--- config.mk ---
export PLATFORM = sky130hd
export DESIGN_NAME = secblk_filter
export DESIGN_NICKNAME = d
export VERILOG_FILES = /design/src/rtl/sbf_pkg.sv /design/src/rtl/sbf_check.sv /design/src/rtl/sbf_regs.sv /design/src/rtl/sbf_route.sv /design/src/rtl/secblk_filter.sv
export SDC_FILE = /design/constraint.sdc
export NUM_CORES = 1
export LEC_CHECK = 0
export BUFFER_PORTS_ARGS = -buffer_cell sky130_fd_sc_hd__buf_2
export CAP_MARGIN = 20
export CORE_MARGIN = 2
export CORE_UTILIZATION = 40
export CTS_BUF_LIST = sky130_fd_sc_hd__clkbuf_8
export CTS_CLUSTER_DIAMETER = 150
export DETAILED_ROUTE_END_ITERATION = 8
export PLACE_DENSITY = 0.68
export SKIP_LAST_GASP = 1
export SYNTH_ARGS = -nofsm -noshare
export SYNTH_HDL_FRONTEND = slang
export SYNTH_SLANG_ARGS = --single-unit
--- constraint.sdc ---
create_clock -name clk -period 6 [get_ports clk]
set_input_delay 0.6 -clock clk [delete_from_list [all_inputs] [get_ports clk]]
set_output_delay 0.6 -clock clk [all_outputs]
set_load 0.01 [all_outputs]
--- src/rtl/sbf_pkg.sv ---
package sbf_pkg;
  localparam int REG_AW = 6;

  localparam logic [REG_AW-1:0] OFS_CTRL  = 6'h00;
  localparam logic [REG_AW-1:0] OFS_INDEX = 6'h04;
  localparam logic [REG_AW-1:0] OFS_TABLE = 6'h08;
  localparam logic [REG_AW-1:0] OFS_STAT  = 6'h0C;
  localparam logic [REG_AW-1:0] OFS_CLEAR = 6'h10;
  localparam logic [REG_AW-1:0] OFS_INTEN = 6'h14;
  localparam logic [REG_AW-1:0] OFS_FADDR = 6'h18;
  localparam logic [REG_AW-1:0] OFS_FINFO = 6'h1C;

  typedef struct packed {
    logic silent;    // bit 1: blocked accesses complete without error
    logic auto_adv;  // bit 0: index advances after full-word table writes
  } ctrl_t;
endpackage

--- src/rtl/sbf_check.sv ---
module sbf_check #(
  parameter int ADDR_W    = 13,
  parameter int BLK_BYTES = 32,
  parameter int NUM_WORDS = 4
) (
  input  logic [ADDR_W-1:0]       addr,
  input  logic                    nonsec,
  input  logic [NUM_WORDS*32-1:0] table_flat,
  output logic                    allow,
  output logic                    in_range
);
  localparam int OFS_W = $clog2(BLK_BYTES);
  localparam int BLK_W = ADDR_W - OFS_W;

  logic [BLK_W-1:0] blk_num;
  logic [BLK_W-1:0] word_num;
  logic [4:0]       bit_sel;
  logic             cfg_bit;

  assign blk_num  = addr[ADDR_W-1:OFS_W];
  assign word_num = blk_num >> 5;
  assign bit_sel  = blk_num[4:0];

  always_comb begin
    in_range = 1'b0;
    cfg_bit  = 1'b0;
    for (int w = 0; w < NUM_WORDS; w++) begin
      if (word_num == BLK_W'(w)) begin
        in_range = 1'b1;
        cfg_bit  = table_flat[w*32 + int'(bit_sel)];
      end
    end
  end

  // a set bit opens the block to non-secure traffic only
  assign allow = in_range && (cfg_bit == nonsec);
endmodule

--- src/rtl/sbf_regs.sv ---
module sbf_regs
  import sbf_pkg::*;
#(
  parameter int NUM_WORDS = 4,
  parameter int ADDR_W    = 13
) (
  input  logic                    clk,
  input  logic                    rst_n,
  input  logic                    reg_sel,
  input  logic                    reg_we,
  input  logic                    reg_full,
  input  logic [REG_AW-1:0]       reg_addr,
  input  logic [31:0]             reg_wdata,
  output logic [31:0]             reg_rdata,
  input  logic                    fault_evt,
  input  logic [ADDR_W-1:0]       fault_addr,
  input  logic                    fault_ns,
  output logic [NUM_WORDS*32-1:0] table_flat,
  output ctrl_t                   ctrl,
  output logic                    irq
);
  localparam int IDX_W = (NUM_WORDS > 1) ? $clog2(NUM_WORDS) : 1;
  localparam logic [IDX_W-1:0] IDX_LAST = IDX_W'(NUM_WORDS - 1);

  logic [IDX_W-1:0]  idx;
  ctrl_t             ctrl_q;
  logic              int_stat, int_en, fns_q;
  logic [ADDR_W-1:0] faddr_q;
  logic [31:0]       words [NUM_WORDS];
  logic [31:0]       idx_mod;

  logic wr, wr_ctrl, wr_index, wr_table, wr_clear, wr_inten, step;

  assign wr       = reg_sel && reg_we;
  assign wr_ctrl  = wr && (reg_addr == OFS_CTRL);
  assign wr_index = wr && (reg_addr == OFS_INDEX);
  assign wr_table = wr && (reg_addr == OFS_TABLE);
  assign wr_clear = wr && (reg_addr == OFS_CLEAR) && reg_wdata[0];
  assign wr_inten = wr && (reg_addr == OFS_INTEN);
  assign step     = ctrl_q.auto_adv && reg_full;
  assign idx_mod  = reg_wdata % 32'(NUM_WORDS);

  // control and index
  always_ff @(posedge clk or negedge rst_n) begin
    if (!rst_n) begin
      ctrl_q <= '0;
      idx    <= '0;
    end else begin
      if (wr_ctrl) ctrl_q <= ctrl_t'(reg_wdata[1:0]);
      if (wr_index)
        idx <= idx_mod[IDX_W-1:0];
      else if (wr_table && step)
        idx <= (idx == IDX_LAST) ? '0 : idx + 1'b1;
    end
  end

  // lookup table storage
  always_ff @(posedge clk or negedge rst_n) begin
    if (!rst_n) begin
      for (int w = 0; w < NUM_WORDS; w++) words[w] <= '0;
    end else if (wr_table) begin
      words[idx] <= reg_wdata;
    end
  end

  for (genvar g = 0; g < NUM_WORDS; g++) begin : g_flat
    assign table_flat[g*32 +: 32] = words[g];
  end

  // interrupt status, enable and fault capture
  always_ff @(posedge clk or negedge rst_n) begin
    if (!rst_n) begin
      int_stat <= 1'b0;
      int_en   <= 1'b0;
      faddr_q  <= '0;
      fns_q    <= 1'b0;
    end else begin
      if (wr_inten) int_en <= reg_wdata[0];
      if (fault_evt) begin
        int_stat <= 1'b1;
        if (!int_stat) begin
          faddr_q <= fault_addr;
          fns_q   <= fault_ns;
        end
      end else if (wr_clear) begin
        int_stat <= 1'b0;
      end
    end
  end

  always_comb begin
    unique case (reg_addr)
      OFS_CTRL:  reg_rdata = {30'd0, ctrl_q};
      OFS_INDEX: reg_rdata = 32'(idx);
      OFS_TABLE: reg_rdata = words[idx];
      OFS_STAT:  reg_rdata = {31'd0, int_stat};
      OFS_INTEN: reg_rdata = {31'd0, int_en};
      OFS_FADDR: reg_rdata = 32'(faddr_q);
      OFS_FINFO: reg_rdata = {31'd0, fns_q};
      default:   reg_rdata = 32'd0;
    endcase
  end

  assign ctrl = ctrl_q;
  assign irq  = int_stat && int_en;

  // the index never points past the table
  a_r5_index_in_table: assert property (@(posedge clk) disable iff (!rst_n)
    32'(idx) < NUM_WORDS);

  // auto-advance on a full-word table write, wrapping at the end
  a_r7_auto_advance: assert property (@(posedge clk) disable iff (!rst_n)
    (wr_table && ctrl_q.auto_adv && reg_full) |=>
      (idx == (($past(idx) == IDX_LAST) ? '0 : $past(idx) + 1'b1)));

  // status only rises after an accepted fault
  a_r9_status_source: assert property (@(posedge clk) disable iff (!rst_n)
    $rose(int_stat) |-> $past(fault_evt));

  // a clear with no competing fault empties the status
  a_r10_clear_works: assert property (@(posedge clk) disable iff (!rst_n)
    (wr_clear && !fault_evt) |=> !int_stat);
endmodule

--- src/rtl/sbf_route.sv ---
module sbf_route #(
  parameter int ADDR_W = 13
) (
  input  logic              up_valid,
  output logic              up_ready,
  input  logic              up_write,
  input  logic [ADDR_W-1:0] up_addr,
  input  logic [31:0]       up_wdata,
  output logic [31:0]       up_rdata,
  output logic              up_err,
  output logic              dn_valid,
  input  logic              dn_ready,
  output logic              dn_write,
  output logic [ADDR_W-1:0] dn_addr,
  output logic [31:0]       dn_wdata,
  input  logic [31:0]       dn_rdata,
  input  logic              allow,
  input  logic              silent,
  output logic              fault_evt
);
  assign dn_write = up_write;
  assign dn_addr  = up_addr;
  assign dn_wdata = up_wdata;

  always_comb begin
    if (allow) begin
      dn_valid = up_valid;
      up_ready = dn_ready;
      up_rdata = dn_rdata;
      up_err   = 1'b0;
    end else begin
      dn_valid = 1'b0;
      up_ready = 1'b1;
      up_rdata = 32'd0;
      up_err   = up_valid && !silent;
    end
  end

  // blocked requests are always accepted at once
  assign fault_evt = up_valid && !allow;
endmodule

--- src/rtl/secblk_filter.sv ---
module secblk_filter
  import sbf_pkg::*;
#(
  parameter int ADDR_W    = 13,
  parameter int BLK_BYTES = 32,
  parameter int NUM_WORDS = 4
) (
  input  logic              clk,
  input  logic              rst_n,
  input  logic              reg_sel,
  input  logic              reg_we,
  input  logic              reg_full,
  input  logic [5:0]        reg_addr,
  input  logic [31:0]       reg_wdata,
  output logic [31:0]       reg_rdata,
  input  logic              up_valid,
  output logic              up_ready,
  input  logic              up_write,
  input  logic              up_nonsec,
  input  logic [ADDR_W-1:0] up_addr,
  input  logic [31:0]       up_wdata,
  output logic [31:0]       up_rdata,
  output logic              up_err,
  output logic              dn_valid,
  input  logic              dn_ready,
  output logic              dn_write,
  output logic [ADDR_W-1:0] dn_addr,
  output logic [31:0]       dn_wdata,
  input  logic [31:0]       dn_rdata,
  output logic              irq
);
  logic [NUM_WORDS*32-1:0] table_flat;
  ctrl_t                   ctrl;
  logic                    allow, in_range, fault_evt;

  sbf_regs #(.NUM_WORDS(NUM_WORDS), .ADDR_W(ADDR_W)) u_regs (
    .clk, .rst_n, .reg_sel, .reg_we, .reg_full, .reg_addr, .reg_wdata,
    .reg_rdata,
    .fault_evt (fault_evt),
    .fault_addr(up_addr),
    .fault_ns  (up_nonsec),
    .table_flat(table_flat),
    .ctrl      (ctrl),
    .irq       (irq)
  );

  sbf_check #(.ADDR_W(ADDR_W), .BLK_BYTES(BLK_BYTES), .NUM_WORDS(NUM_WORDS)) u_check (
    .addr      (up_addr),
    .nonsec    (up_nonsec),
    .table_flat(table_flat),
    .allow     (allow),
    .in_range  (in_range)
  );

  sbf_route #(.ADDR_W(ADDR_W)) u_route (
    .up_valid, .up_ready, .up_write, .up_addr, .up_wdata, .up_rdata, .up_err,
    .dn_valid, .dn_ready, .dn_write, .dn_addr, .dn_wdata, .dn_rdata,
    .allow     (allow),
    .silent    (ctrl.silent),
    .fault_evt (fault_evt)
  );

  // an allowed request reaches memory and returns its data cleanly
  a_r3_allowed_forward: assert property (@(posedge clk) disable iff (!rst_n)
    (up_valid && allow) |-> (dn_valid && !up_err && up_rdata == dn_rdata));

  // a blocked request never reaches memory and returns zero at once
  a_r4_blocked_quiet: assert property (@(posedge clk) disable iff (!rst_n)
    (up_valid && !allow) |-> (!dn_valid && up_ready && up_rdata == 32'd0));

  // addresses beyond the table never pass
  a_r12_out_of_range: assert property (@(posedge clk) disable iff (!rst_n)
    (up_valid && !in_range) |-> !dn_valid);
endmodule

# Yosys cells after proc, flatten, opt, wreduce, memory -nomap -nowiden
# Index checks and enable logic that the tools add are counted.
[op_classes] div=0 multipliers=0 reduce_logical=21 muxes=35 add_sub_neg=4 bitwise=2 magnitude_cmp=6 eq_ne=12 shifts=0
[ops] operator="32-bit case mux with 7 select lines" n=1
[ops] operator="128-bit bitwise mux" n=1
[ops] operator="32-bit 2-to-1 mux" n=4
[ops] operator="32-bit by 9-bit < comparator with 1-bit output, second input constant" n=3
[ops] operator="32-bit binary-select mux with 2-bit select" n=1
[ops] operator="32-bit demux with 2-bit select" n=1
[ops] operator="6-bit by 5-bit equality test with 1-bit output, second input constant" n=4
[ops] operator="1-bit binary-select mux with 7-bit select" n=3
[ops] operator="1-bit 2-to-1 mux" n=20
[ops] operator="7-bit by 5-bit adder with 8-bit output, first input constant" n=2
[ops] operator="1-bit logical AND" n=14
[ops] operator="6-bit by 4-bit equality test with 1-bit output, second input constant" n=2
[ops] operator="8-bit zero test" n=1
[ops] operator="5-bit by 8-bit < comparator with 1-bit output, second input constant" n=1
[ops] operator="6-bit by 5-bit adder with 7-bit output, first input constant" n=1
[ops] operator="3-bit by 2-bit equality test with 1-bit output, second input constant" n=2
[ops] operator="6-bit by 3-bit equality test with 1-bit output, second input constant" n=1
[ops] operator="6-bit zero test" n=1
[ops] operator="2-bit 2-to-1 mux" n=3
[ops] operator="1-bit binary-select mux with 5-bit select" n=1
[ops] operator="2-bit nonzero test" n=2
[ops] operator="3-bit by 1-bit equality test with 1-bit output, second input constant" n=1
[ops] operator="3-bit >= comparator, second input constant" n=1
[ops] operator="3-bit by 1-bit < comparator with 1-bit output, second input constant" n=1
[ops] operator="7 further kinds" n=8
[totals] ramBits=0 latch_bits=0 rom_bits=0 elab_cells=91 mem_count=0 ff_bits=148 in_bits=124

# Logic depth before layout (Yosys ltp)
# Gate-level depths: netlist of the first run.
[logic_depth] word_depth=12 ltp_mapped=12

# By module
# From an unflattened synthesis of the first run, not the netlist that was laid out.
[unflattened] hier_cells=664 area_unflattened_um2=8734.6
[modules_own_cells] mod="sbf_regs" n_inst=1 cells_per_inst=437 area_per_inst_um2=6880.3 seq_area_each_um2=3703.6
[modules_own_cells] mod="sbf_check" n_inst=1 cells_per_inst=142 area_per_inst_um2=1247.4 seq_area_each_um2=0.0
[modules_own_cells] mod="sbf_route" n_inst=1 cells_per_inst=85 area_per_inst_um2=606.8 seq_area_each_um2=0.0

# Worst setup path before layout of the first run
# No wires, ideal clock.
[synth_path] path_kind="input-to-output" start="in up_addr[6]" end="out up_err" path_stages=12 arrival_time_ns=2.777 path_buffers=5 slack_ns=2.623 path_cell_list="buf_6 -> buf_6 -> nor2b_1 -> clkbuf_1 -> a22oi_1 -> nand3_1 -> nand4_1 -> and4_1 -> clkbuf_1 -> buf_2 -> a21boi_1 -> nor4_1"
[synth_via] elab_chain_cells=10 elab_cells_between_ends=21
[synth_rtl] item="start: declaration" line_no="secblk_filter.sv:20" text="input logic [ADDR_W-1:0] up_addr,"
[synth_rtl] item="6-bit by 5-bit adder with 7-bit output" line_no="sbf_check.sv:30" text="cfg_bit = table_flat[w*32 + int'(bit_sel)];"
[synth_rtl] item="1-bit binary-select mux with 7-bit select" line_no="sbf_check.sv:30"
[synth_rtl] item="1-bit 2-to-1 mux (implied by the code) (2 in a row)" line_no="sbf_check.sv:30"
[synth_rtl] item="1-bit 2-to-1 mux (2 in a row)" line_no="sbf_check.sv:28" text="if (word_num == BLK_W'(w)) begin"
[synth_rtl] item="1-bit 2-to-1 mux *" line_no="sbf_check.sv:28"
[synth_rtl] item="1-bit equality test *" line_no="sbf_check.sv:36" text="assign allow = in_range && (cfg_bit == nonsec);"
[synth_rtl] item="1-bit logical AND *" line_no="sbf_check.sv:36"
[synth_rtl] item="1-bit 2-to-1 mux *" line_no="sbf_route.sv:26" text="if (allow) begin"
[synth_rtl] item="end: declaration" line_no="secblk_filter.sv:23" text="output logic up_err,"
# Mark *: on every way between the ends. The rest lies on a longest branch, timed or not. The select of a mux whose other input is x is not followed.

# Worst setup path in the final report of the first run
[layout_path] start="in up_addr[5]" end="out up_rdata[5]"
[layout_via] elab_chain_cells=10 elab_cells_between_ends=21
[layout_rtl] item="6-bit by 5-bit adder with 7-bit output" line_no="sbf_check.sv:30"
[layout_rtl] item="1-bit binary-select mux with 7-bit select" line_no="sbf_check.sv:30"
[layout_rtl] item="1-bit 2-to-1 mux (implied by the code) (2 in a row)" line_no="sbf_check.sv:30"
[layout_rtl] item="1-bit 2-to-1 mux (2 in a row)" line_no="sbf_check.sv:28"
[layout_rtl] item="1-bit 2-to-1 mux *" line_no="sbf_check.sv:28"
[layout_rtl] item="1-bit equality test *" line_no="sbf_check.sv:36"
[layout_rtl] item="1-bit logical AND *" line_no="sbf_check.sv:36"
[layout_rtl] item="32-bit 2-to-1 mux *" line_no="sbf_route.sv:26"
[layout_rtl] item="end: declaration" line_no="secblk_filter.sv:22" text="output logic [31:0] up_rdata,"
# Marks and branches as above.

==> key figures, run 1 <==
Cells and area
  • Area growth, synth to finish: 12.8%
  • Register area: ~3700 um2
  • Fin nets: 966
  • # fillers: 2052
  • Layout cell share with drive strength beyond 1: 46.7%
  • Multi-input logic area: 4660 um2
  • Util after Layout: a little under half

Routing
  • Via Count: ~6700
  • Pre-antenna DRT Iters: 5
  • Routed Antenna Nets: 0
  • DRC viols: 0
  • Routed wire length per instance: about 24 um
  • Via density: 5.89
  • Routed Wire Length: 27200 um
  • DRT iter0 DRCs: 634

Power
  • Int Power: 1.57 mW
  • Sw Share: between 20% and 30%
  • Peak supply drop: 0.123 mV
  • Total net switching power: 0.630 mW
  • Clock share of power: 37.3%
  • Power per cell area: 217 nW/um2
  • Gate power share: 15.0%
  • Sequential share of power: between 40% and 50%
  • LEAKAGE: just under 5 nW

Clocking
  • Clock latency on the worst-skew pair: 0.48 ns
  • Clk pin slew, worst setup/hold paths: 0.09 ns
  • H-tree depth: 4
  • Clock tree buffer depth: 2
  • Clock tree from TritonCTS: built
  • Clock Tree Root: clkbuf_8
  • # hold bufs at CTS: 0
  • PostCTS Resize Cnt: 0
  • Cts bufs inserted: 17
  • Clock Sinks: 148
  • Setup Buffers After CTS: 0

Worst setup path
  • Critical path origin: up_addr[5]
  • WS Path Type: in -> out
  • CP Max Fanout: 34
  • Reg2reg start: u_regs.table_flat[15]
  • Kind of end point of the critical path: primary output
  • Worst reg-to-reg path cell count: 6
  • CP required: 5.40 ns
  • Crit start category: primary input
  • R2R setup slack: 2.94 ns
  • WP data arrival: 3.96 ns
  • R2R Path End: u_regs.faddr_q[7]

GRT
  • Initial antenna violation count: 3
  • GR Util All Layers: 23.4%
  • Gr ovfl total: 0
  • First-pass GRT wire length: approximately 42000 um
  • Vias in the first global route: 6861
  • Largest net degree at the start of global routing: just over 80

Floorplanning
  • Initial Utilization: 40.9%
  • Rows: 54
  • Die height: 154 um
  • Die area: 23600 um2
  • Placeable Area: 21900 um2
  • Die Width: around 150 um
  • Num ports: approximately 240

STA
  • Max_slew headroom: between 30% and 40%
  • Finish-stage setup viols: 0
  • Slew @ Worst Pin: 0.940 ns
  • Final period util: 76.1%
  • Final setup TNS: 0 ns
  • Layout Skew: 0.0151 ns
  • RSZ-0062 raised after global routing: false
  • Crit path time final: 4.56 ns
  • Hold Vio Cnt, Final: 0
  • Slew Viols, Final: 0
  • Final worst setup slack: between 1 and 1.5 ns
  • Hold_ws: 0.151 ns
  • Max Fclk: 0.219 GHz

Synthesis
  • Area leader, netlist: dfrtp_1
  • Mapped cell area: between 8000 and 9000 um2
  • Syn_nets: 865
  • Post-synthesis simple-gate area fraction: between 6 and 7%
  • Post-synthesis mux area share: 34.4%
  • Yosys top cell area share: 41.3%
  • Area fraction in compound gates after synthesis: 10.7%
  • Ys Warns: 0
  • Top post-synthesis cells by area: dfrtp_1 (41%), mux2_2 (17%), mux4_2 (10%)
  • Seq cells post-synth: 148
  • Synth Instances: 737
  • Register area share after synthesis: 41.3%
  • Synth cell types: 42
  • Adder-cell share of the synthesized area: less than 1%
  • Post-synthesis xor/xnor area fraction: 0%
  • Syn_area_per_cell: 12.2 um2
  • Largest family of logic cells by synthesized area: multiplexers

Hold path
  • Worst hold-check path type: in -> async

Placement
  • Place WS: 1.51 ns
  • IO Port Bufs: 171
  • DP HPWL: about 20000 um
  • GPL Wtd Cong: around 0.9

Status
  • Status: finished clean

Run
  • Total of max-cap violations: 0
power groups by stage:
| stage | clock (mW) | sequential [mW] | combinational [mW] |
|---|---|---|---|
| finish | 0.820 | 1.05 | 0.330 |
| global route | 0.879 | 1.05 | 0.359 |
| CTS | 0.834 | 1.05 | 0.330 |
| detailed placement | 0 | 1.07 | 0.328 |
| global placement | 0 | 1.06 | 0.324 |
| floorplan | 0 | 1.05 | 0.228 |
cell families (layout without fill, tap and decap cells):
kind of cell	after synthesis	count (layout)
flip-flops	148	148
AND/OR/NAND/NOR	110	110
AO/OA/AOI/OAI	128	128
buffers and inverters	107	220
other	0	2
adder cells (fa/ha/maj)	4	4
multiplexers	240	240
cell usage after synthesis (all sizes together):
cell type and number:
a21boi 34, or3 1, nand2 34, a22oi 36
nand2b 9, nor2 17, a21oi 18, nor2b 2
nand4 6, a21o 2, dfrtp 148, nand3 9
buf 74, ha 4, o32ai 1, or2 2
mux2i 65, mux4 41, a31oi 4, nor3 5
mux2 134, and4 1, o31ai 2, o22ai 2
and3 1, nor4 1, o22a 1, clkbuf 28
o211ai 1, a221o 12, and2 22, a22o 11
o21ai 4, inv 5
how the worst max path moves through the flow:
stage	to	slack, ns	cells past startpoint
floorplan	up_err	2.62	12
global placement	up_rdata[6]	1.62	10
detailed placement	up_rdata[5]	1.51	10
CTS	up_rdata[5]	1.46	10
global route	up_rdata[3]	1.16	10
finish	up_rdata[5]	1.44	10
registers in the layout, summed over array words and instances, names as in the netlist:
signal	count
u_regs.idx	2
u_regs.table_flat	128
u_regs.ctrl	2
u_regs.int_en	1
u_regs.fns_q	1
u_regs.int_stat	1
u_regs.faddr_q	13
worst max-delay path: stages:
cell and delay [ns]:
buf_2 0.57, buf_4 0.40, mux2i_1 0.32, a22oi_1 0.15, a31oi_1 0.28, nand4_1 0.14, nand4_1 0.29, or3_1 0.76
a21boi_0 0.23, buf_2 0.19
cell usage in the layout, fill, tap and decap left out, types with 3 or more instances in the layout:
cell type   netlist  routed
mux4_2           41      41
inv_1             5       5
buf_4            46      12
inv_6             0       3
nand2b_1          9       9
clkbuf_8          0      19
mux2i_1          65      65
a22oi_1          36      36
nand2_1          34      34
a22o_1           11      11
a221o_1          12      12
nand3_1           9       9
nand4_1           6       6
and2_1           22      22
nor2_1           16      15
ha_1              4       4
a21oi_1          18      18
o21ai_0           3       3
dfrtp_1         148     147
clkinvlp_4        0       3
a31oi_1           4       4
a21boi_0         33      33
nor3_1            4       4
mux2_2          134     134
buf_2            10     170
through the flow:
step | power, mW | cells | cell area, um2
6_report | 2.20 | 1132 | 10100
5_1_grt | 2.29 | 1131 | 10100
3_3_place_gp | 1.39 | 1098 | 9680
4_1_cts | 2.21 | 1129 | 10100
3_5_place_dp | 1.39 | 1098 | 9680
2_1_floorplan | 1.28 | 737 | 8960
metal layers:
layer | up-vias | routed length [um] | GRT usage (%)
li1 | 2920 | - | -
met1 | 3364 | 10900 | 29.7
met2 | 340 | 13300 | 38.9
met3 | 43 | 2270 | 6.26
met4 | 0 | 734 | 7.73
met5 | - | 0 | 0
final cells by class:
cell class,instances,share of cell area (%)
Clock buffer,19,2.59
Antenna cell,2,0.0495
Sequential cell,148,36.7
Inverter,5,0.186
Timing Repair Buffer,184,9.57
Clock inverter,12,1.44
Tap cell,280,3.47
Multi-Input combinational cell,482,46.1
No activity file was read; power rests on OpenSTA's default activity.
==> run 2: changes to the inputs <==
==> constraint.sdc (replaced) <==
create_clock -name clk -period 4.7 [get_ports clk]
set_input_delay 0.47 -clock clk [delete_from_list [all_inputs] [get_ports clk]]
set_output_delay 0.47 -clock clk [all_outputs]
set_load 0.01 [all_outputs]
==> key figures, run 2 (synthesis gave the netlist of run 1 again) <==
Floorplanning
  • Initial Utilization: 40.9%
  • Rows: 54
  • Num ports: around 240
  • Die Width: 154 um
  • Die area: 23600 um2
  • Placeable Area: 21900 um2
  • Die height: 154 um

Placement
  • DP HPWL: 20000 um
  • Place WS: 0.604 ns
  • Dpl cell area: around 10000 um2
  • IO Port Bufs: 171
  • Placed Instances: 1102
  • GPL Wtd Cong: 0.937

Clocking
  • Clock Tree Root: clkbuf_8
  • Clock Sinks: 148
  • Clock latency on the worst-skew pair: 0.48 ns
  • Setup Buffers After CTS: 0
  • H-tree depth: 4
  • Clock tree buffer depth: 2
  • Cts bufs inserted: 17
  • Clk pin slew, worst setup/hold paths: 0.10 ns
  • Clock tree from TritonCTS: built

STA
  • Slew @ Worst Pin: 1.04 ns
  • Slew Viols, Final: 0
  • Hold Vio Cnt, Final: 0
  • Final period util: approximately 84%
  • Final worst setup slack: 0.762 ns
  • Crit path time final: 3.94 ns
  • Max_slew headroom: 30.4%
  • Max Fclk: 0.254 GHz
  • RSZ-0062 raised after global routing: false
  • Layout Skew: 0.0133 ns
  • Finish-stage setup viols: 0
  • Final setup TNS: 0 ns

Power
  • Power per cell area: 271 nW/um2
  • Overall power: 2.75 mW
  • Peak supply drop: 0.165 mV
  • LEAKAGE: 4.93 nW

Worst setup path
  • CP Max Fanout: 23
  • Buffers plus inverters on the worst setup path: 3
  • Most used cell, CP: buf_2
  • WP data arrival: 3.47 ns
  • CP required: 4.23 ns
  • Kind of end point of the critical path: primary output
  • CP cell instances: buf_2 -> buf_4 -> mux2i_1 -> a21oi_1 -> nand3_1 -> nand4_1 -> and4_1 -> a21boi_1 -> nor4_1 -> buf_2
  • Worst stage delay on the critical path: 0.79 ns
  • Crit start category: primary input
  • Critical Path Slowest Stage Cell: and4_1
  • Crit path max-delay family: simple AND/OR/NAND/NOR gates
  • WS Path Type: in -> out

GRT
  • Initial antenna violation count: 3
  • Vias in the first global route: between 6000 and 7000
  • First-pass GRT wire length: 41500 um
  • Gr ovfl total: 0
  • GR Util All Layers: a little under a quarter
  • Largest net degree at the start of global routing: 56

Cells and area
  • Design area: between 10000 and 15000 um2
  • Commonest cells after routing, fill and taps aside: buf_2 (170), dfrtp_1 (147), mux2_2 (134), mux2i_1 (65), mux4_2 (41)
  • Most common cell after layout, fill and taps aside: buf_2
  • Max reg flops: about 130
  • Finished Layout Cells: approximately 1100
  • Fin nets: 971
  • Area growth, synth to finish: 12.9%
  • Layout cell share with drive strength beyond 1: a little under half

Hold path
  • Worst hold-check path type: in -> reg

Routing
  • Via density: approximately 6
  • Routed Antenna Nets: 0
  • DRT iter0 DRCs: 483
  • Routed wire length per instance: 24.1 um
  • Via Count: 6759
  • Pre-antenna DRT Iters: 6
  • DRC viols: 0
  • Routed Wire Length: 27400 um

Run
  • Total of max-cap violations: 0

Status
  • Status: finished clean
## run 2: worst paths after layout
kind                                        from                     end  slack [ns]  cells after the start
setup / recovery                      up_addr[5]                  up_err        0.76                     10
hold / removal                     reg_wdata[19]  u_regs.table_flat[115]        0.26                      2
setup reg to reg           u_regs.table_flat[20]       u_regs.faddr_q[6]        1.70                      6
hold reg to reg            u_regs.table_flat[90]   u_regs.table_flat[90]        0.54                      1
max in group asynchronous                  rst_n  u_regs.table_flat[102]        3.14                      3
min in group asynchronous                  rst_n    u_regs.table_flat[6]        0.54                      2
## run 2: through the flow
step	hold WS [ns]	util (%)
2_1_floorplan	0.174	-
5_1_grt	0.244	46.2
3_3_place_gp	0.476	44.4
4_1_cts	0.240	46.1
3_5_place_dp	0.485	44.4
6_report	0.263	46.2
## run 2: metal layers
metal	GRT usage (%)	wire, um
met3	6.45	2300
met5	0	27
met2	38.2	13300
met4	7.60	721
met1	29.5	11000
## run 2: report_power, final
group / switching [mW] / total, mW / leakage, nW / internal (mW)
clock network: 0.553 / 0.986 / 0.199 / 0.433
logic: 0.230 / 0.419 / 2.75 / 0.189
registers: 0.0375 / 1.34 / 1.98 / 1.30
total: 0.820 / 2.75 / 4.93 / 1.93
## run 2: what timing repair did
action | CTS | global route
endpoints found under the setup margin | 0 | 0
endpoints found under the hold margin | 53 | 0
hold buffers | 1 | 0
gates resized for setup | 0 | 0
## run 2: area by class of cell
cell class / instances / area (um2)
Timing Repair Buffer: 189 / 1010
Clock inverter: 15 / 146
Fill cell: 2054 / 11800
Sequential cell: 148 / 3700
Clock buffer: 17 / 234
Tap cell: 280 / 350
Inverter: 5 / 18.8
Multi-Input combinational cell: 482 / 4660
Antenna cell: 1 / 2.50
==> run 3: changes to the inputs <==
==> constraint.sdc (replaced) <==
create_clock -name clk -period 4 [get_ports clk]
set_input_delay 0.4 -clock clk [delete_from_list [all_inputs] [get_ports clk]]
set_output_delay 0.4 -clock clk [all_outputs]
set_load 0.01 [all_outputs]
==> key figures, run 3 (synthesis gave the netlist of run 1 again) <==
STA
  • Slew @ Worst Pin: approximately 1 ns
  • Crit path time final: roughly 3.7 ns
  • Max_slew headroom: 33.2%
  • Final worst setup slack: 0.311 ns
  • Layout Skew: 0.0120 ns
  • Hold_ws: 0.205 ns
  • Slew Viols, Final: 0
  • Max Fclk: roughly 0.27 GHz
  • Final period util: 92.2%
  • RSZ-0062 raised after global routing: false
  • Final setup TNS: 0 ns
  • Hold Vio Cnt, Final: 0
  • Finish-stage setup viols: 0

Cells and area
  • Max reg flops: between 100 and 150
  • Multi-input logic area: 4660 um2
  • Area growth, synth to finish: 13.0%
  • Register area: about 3700 um2
  • Most common cell after layout, fill and taps aside: buf_2
  • Commonest cells after routing, fill and taps aside: buf_2 (170), dfrtp_1 (147), mux2_2 (134), mux2i_1 (65), mux4_2 (41)
  • Layout cell share with drive strength beyond 1: a little under half
  • # fillers: 2058
  • Util after Layout: 46.3%
  • Fin nets: 972

Power
  • Gate power share: 15.5%
  • Power per cell area: 309 nW/um2
  • Total net switching power: 0.885 mW
  • Sw Share: about 28%
  • Clock share of power: 33.8%
  • LEAKAGE: 4.94 nW
  • Int Power: between 2 and 2.5 mW
  • Sequential share of power: 50.7%
  • Peak supply drop: around 0.19 mV
  • Overall power: 3.13 mW

Clocking
  • H-tree depth: 4
  • Clock Tree Root: clkbuf_8
  • Clock latency on the worst-skew pair: 0.47 ns
  • Clock tree buffer depth: 2
  • Cts bufs inserted: 17
  • Clk pin slew, worst setup/hold paths: 0.08 ns
  • Clock Sinks: approximately 150
  • Clock tree from TritonCTS: built

Routing
  • Via Count: 6680
  • Routed Antenna Nets: 0
  • Pre-antenna DRT Iters: 5
  • DRC viols: 0
  • DRT iter0 DRCs: 533
  • Via density: 5.87
  • Routed Wire Length: around 27000 um
  • Routed wire length per instance: 23.9 um

Floorplanning
  • Die Width: around 150 um
  • Die height: 154 um
  • Initial Utilization: between 40% and 50%
  • Placeable Area: 21900 um2
  • Num ports: roughly 240
  • Rows: 54
  • Die area: 23600 um2

Hold path
  • Worst hold-check path type: in -> reg

Worst setup path
  • Kind of end point of the critical path: primary output
  • Critical Path Slowest Stage Cell: or3_2
  • WP data arrival: 3.29 ns
  • CP cell instances: buf_2 -> buf_4 -> mux2i_1 -> a22oi_1 -> nand3_1 -> nand4_1 -> nand4_1 -> or3_2 -> a21boi_0 -> buf_2
  • CP required: 3.60 ns
  • WS Path Type: in -> out
  • CP Max Fanout: 34
  • Crit start category: primary input
  • Worst stage delay on the critical path: 0.78 ns

Status
  • Status: finished clean

GRT
  • Gr ovfl total: 0
  • Largest net degree at the start of global routing: 78
  • Vias in the first global route: around 6700
  • Initial antenna violation count: 4
  • GR Util All Layers: 23.1%
  • First-pass GRT wire length: around 41000 um

Placement
  • IO Port Bufs: 171
  • DP HPWL: 19900 um
  • Place WS: 0.155 ns
  • GPL Wtd Cong: 0.894

Run
  • Total of max-cap violations: 0
## run 3: critical path: cells and delay by family
kind	cells	cell delay (ns)
compound gates	2	0.48
mux	1	0.15
buf+inv	3	0.95
simple gates	4	1.27
## run 3: per-stage QoR
| stage | cells | area, um2 |
|---|---|---|
| after floorplan | 737 | 8960 |
| after global placement | 1103 | 9740 |
| after detailed placement | 1103 | 9740 |
| after CTS | 1135 | 10100 |
| after global routing | 1138 | 10100 |
| final | 1138 | 10100 |
## run 3: cell type report
cell class | count | area share [%]
multi-input combinational | 482 | 46.0
sequential | 148 | 36.6
timing repair buffer | 190 | 10.3
tap | 280 | 3.46
clock buffer | 21 | 2.85
clock inverter | 10 | 0.593
inverter | 5 | 0.185
antenna | 2 | 0.0494
## run 3: power groups by stage
| stage | sequential [mW] | combinational, mW | clock, mW |
|---|---|---|---|
| floorplan | 1.58 | 0.342 | 0 |
| global placement | 1.61 | 0.473 | 0 |
| detailed placement | 1.61 | 0.481 | 0 |
| CTS | 1.58 | 0.483 | 1.08 |
| global route | 1.59 | 0.527 | 1.14 |
| finish | 1.59 | 0.486 | 1.06 |
## run 3: worst paths after layout
| kind | from | to | slack, ns | cells past startpoint |
|---|---|---|---|---|
| worst max-delay path | up_addr[5] | up_rdata[31] | 0.31 | 10 |
| worst min-delay path | reg_wdata[7] | u_regs.table_flat[7] | 0.21 | 2 |
| worst max register to register | u_regs.table_flat[15] | u_regs.faddr_q[7] | 1.27 | 7 |
| worst min register to register | u_regs.table_flat[64] | u_regs.table_flat[64] | 0.53 | 1 |
| max in group asynchronous | rst_n | u_regs.table_flat[118] | 2.65 | 3 |
| min in group asynchronous | rst_n | u_regs.table_flat[98] | 0.51 | 2 |
## run 3: repair_timing
item,4_1_cts,5_1_grt
hold buffers,1,0
hold endpoints to repair,71,0
gates resized for setup,0,1
setup endpoints to repair,0,34
buffers inserted,0,0
## run 3: metal layers
layer | routed length (um) | part of all wire (%) | vias to the layer above | GRT usage, %
li1 | - | - | 2931 | -
met1 | 11000 | 40 | 3382 | 29.4
met2 | 13300 | 49 | 330 | 38.6
met3 | 2400 | 8.8 | 35 | 6.62
met4 | 473 | 1.7 | 2 | 6.29
met5 | 12 | 0.044 | - | 0
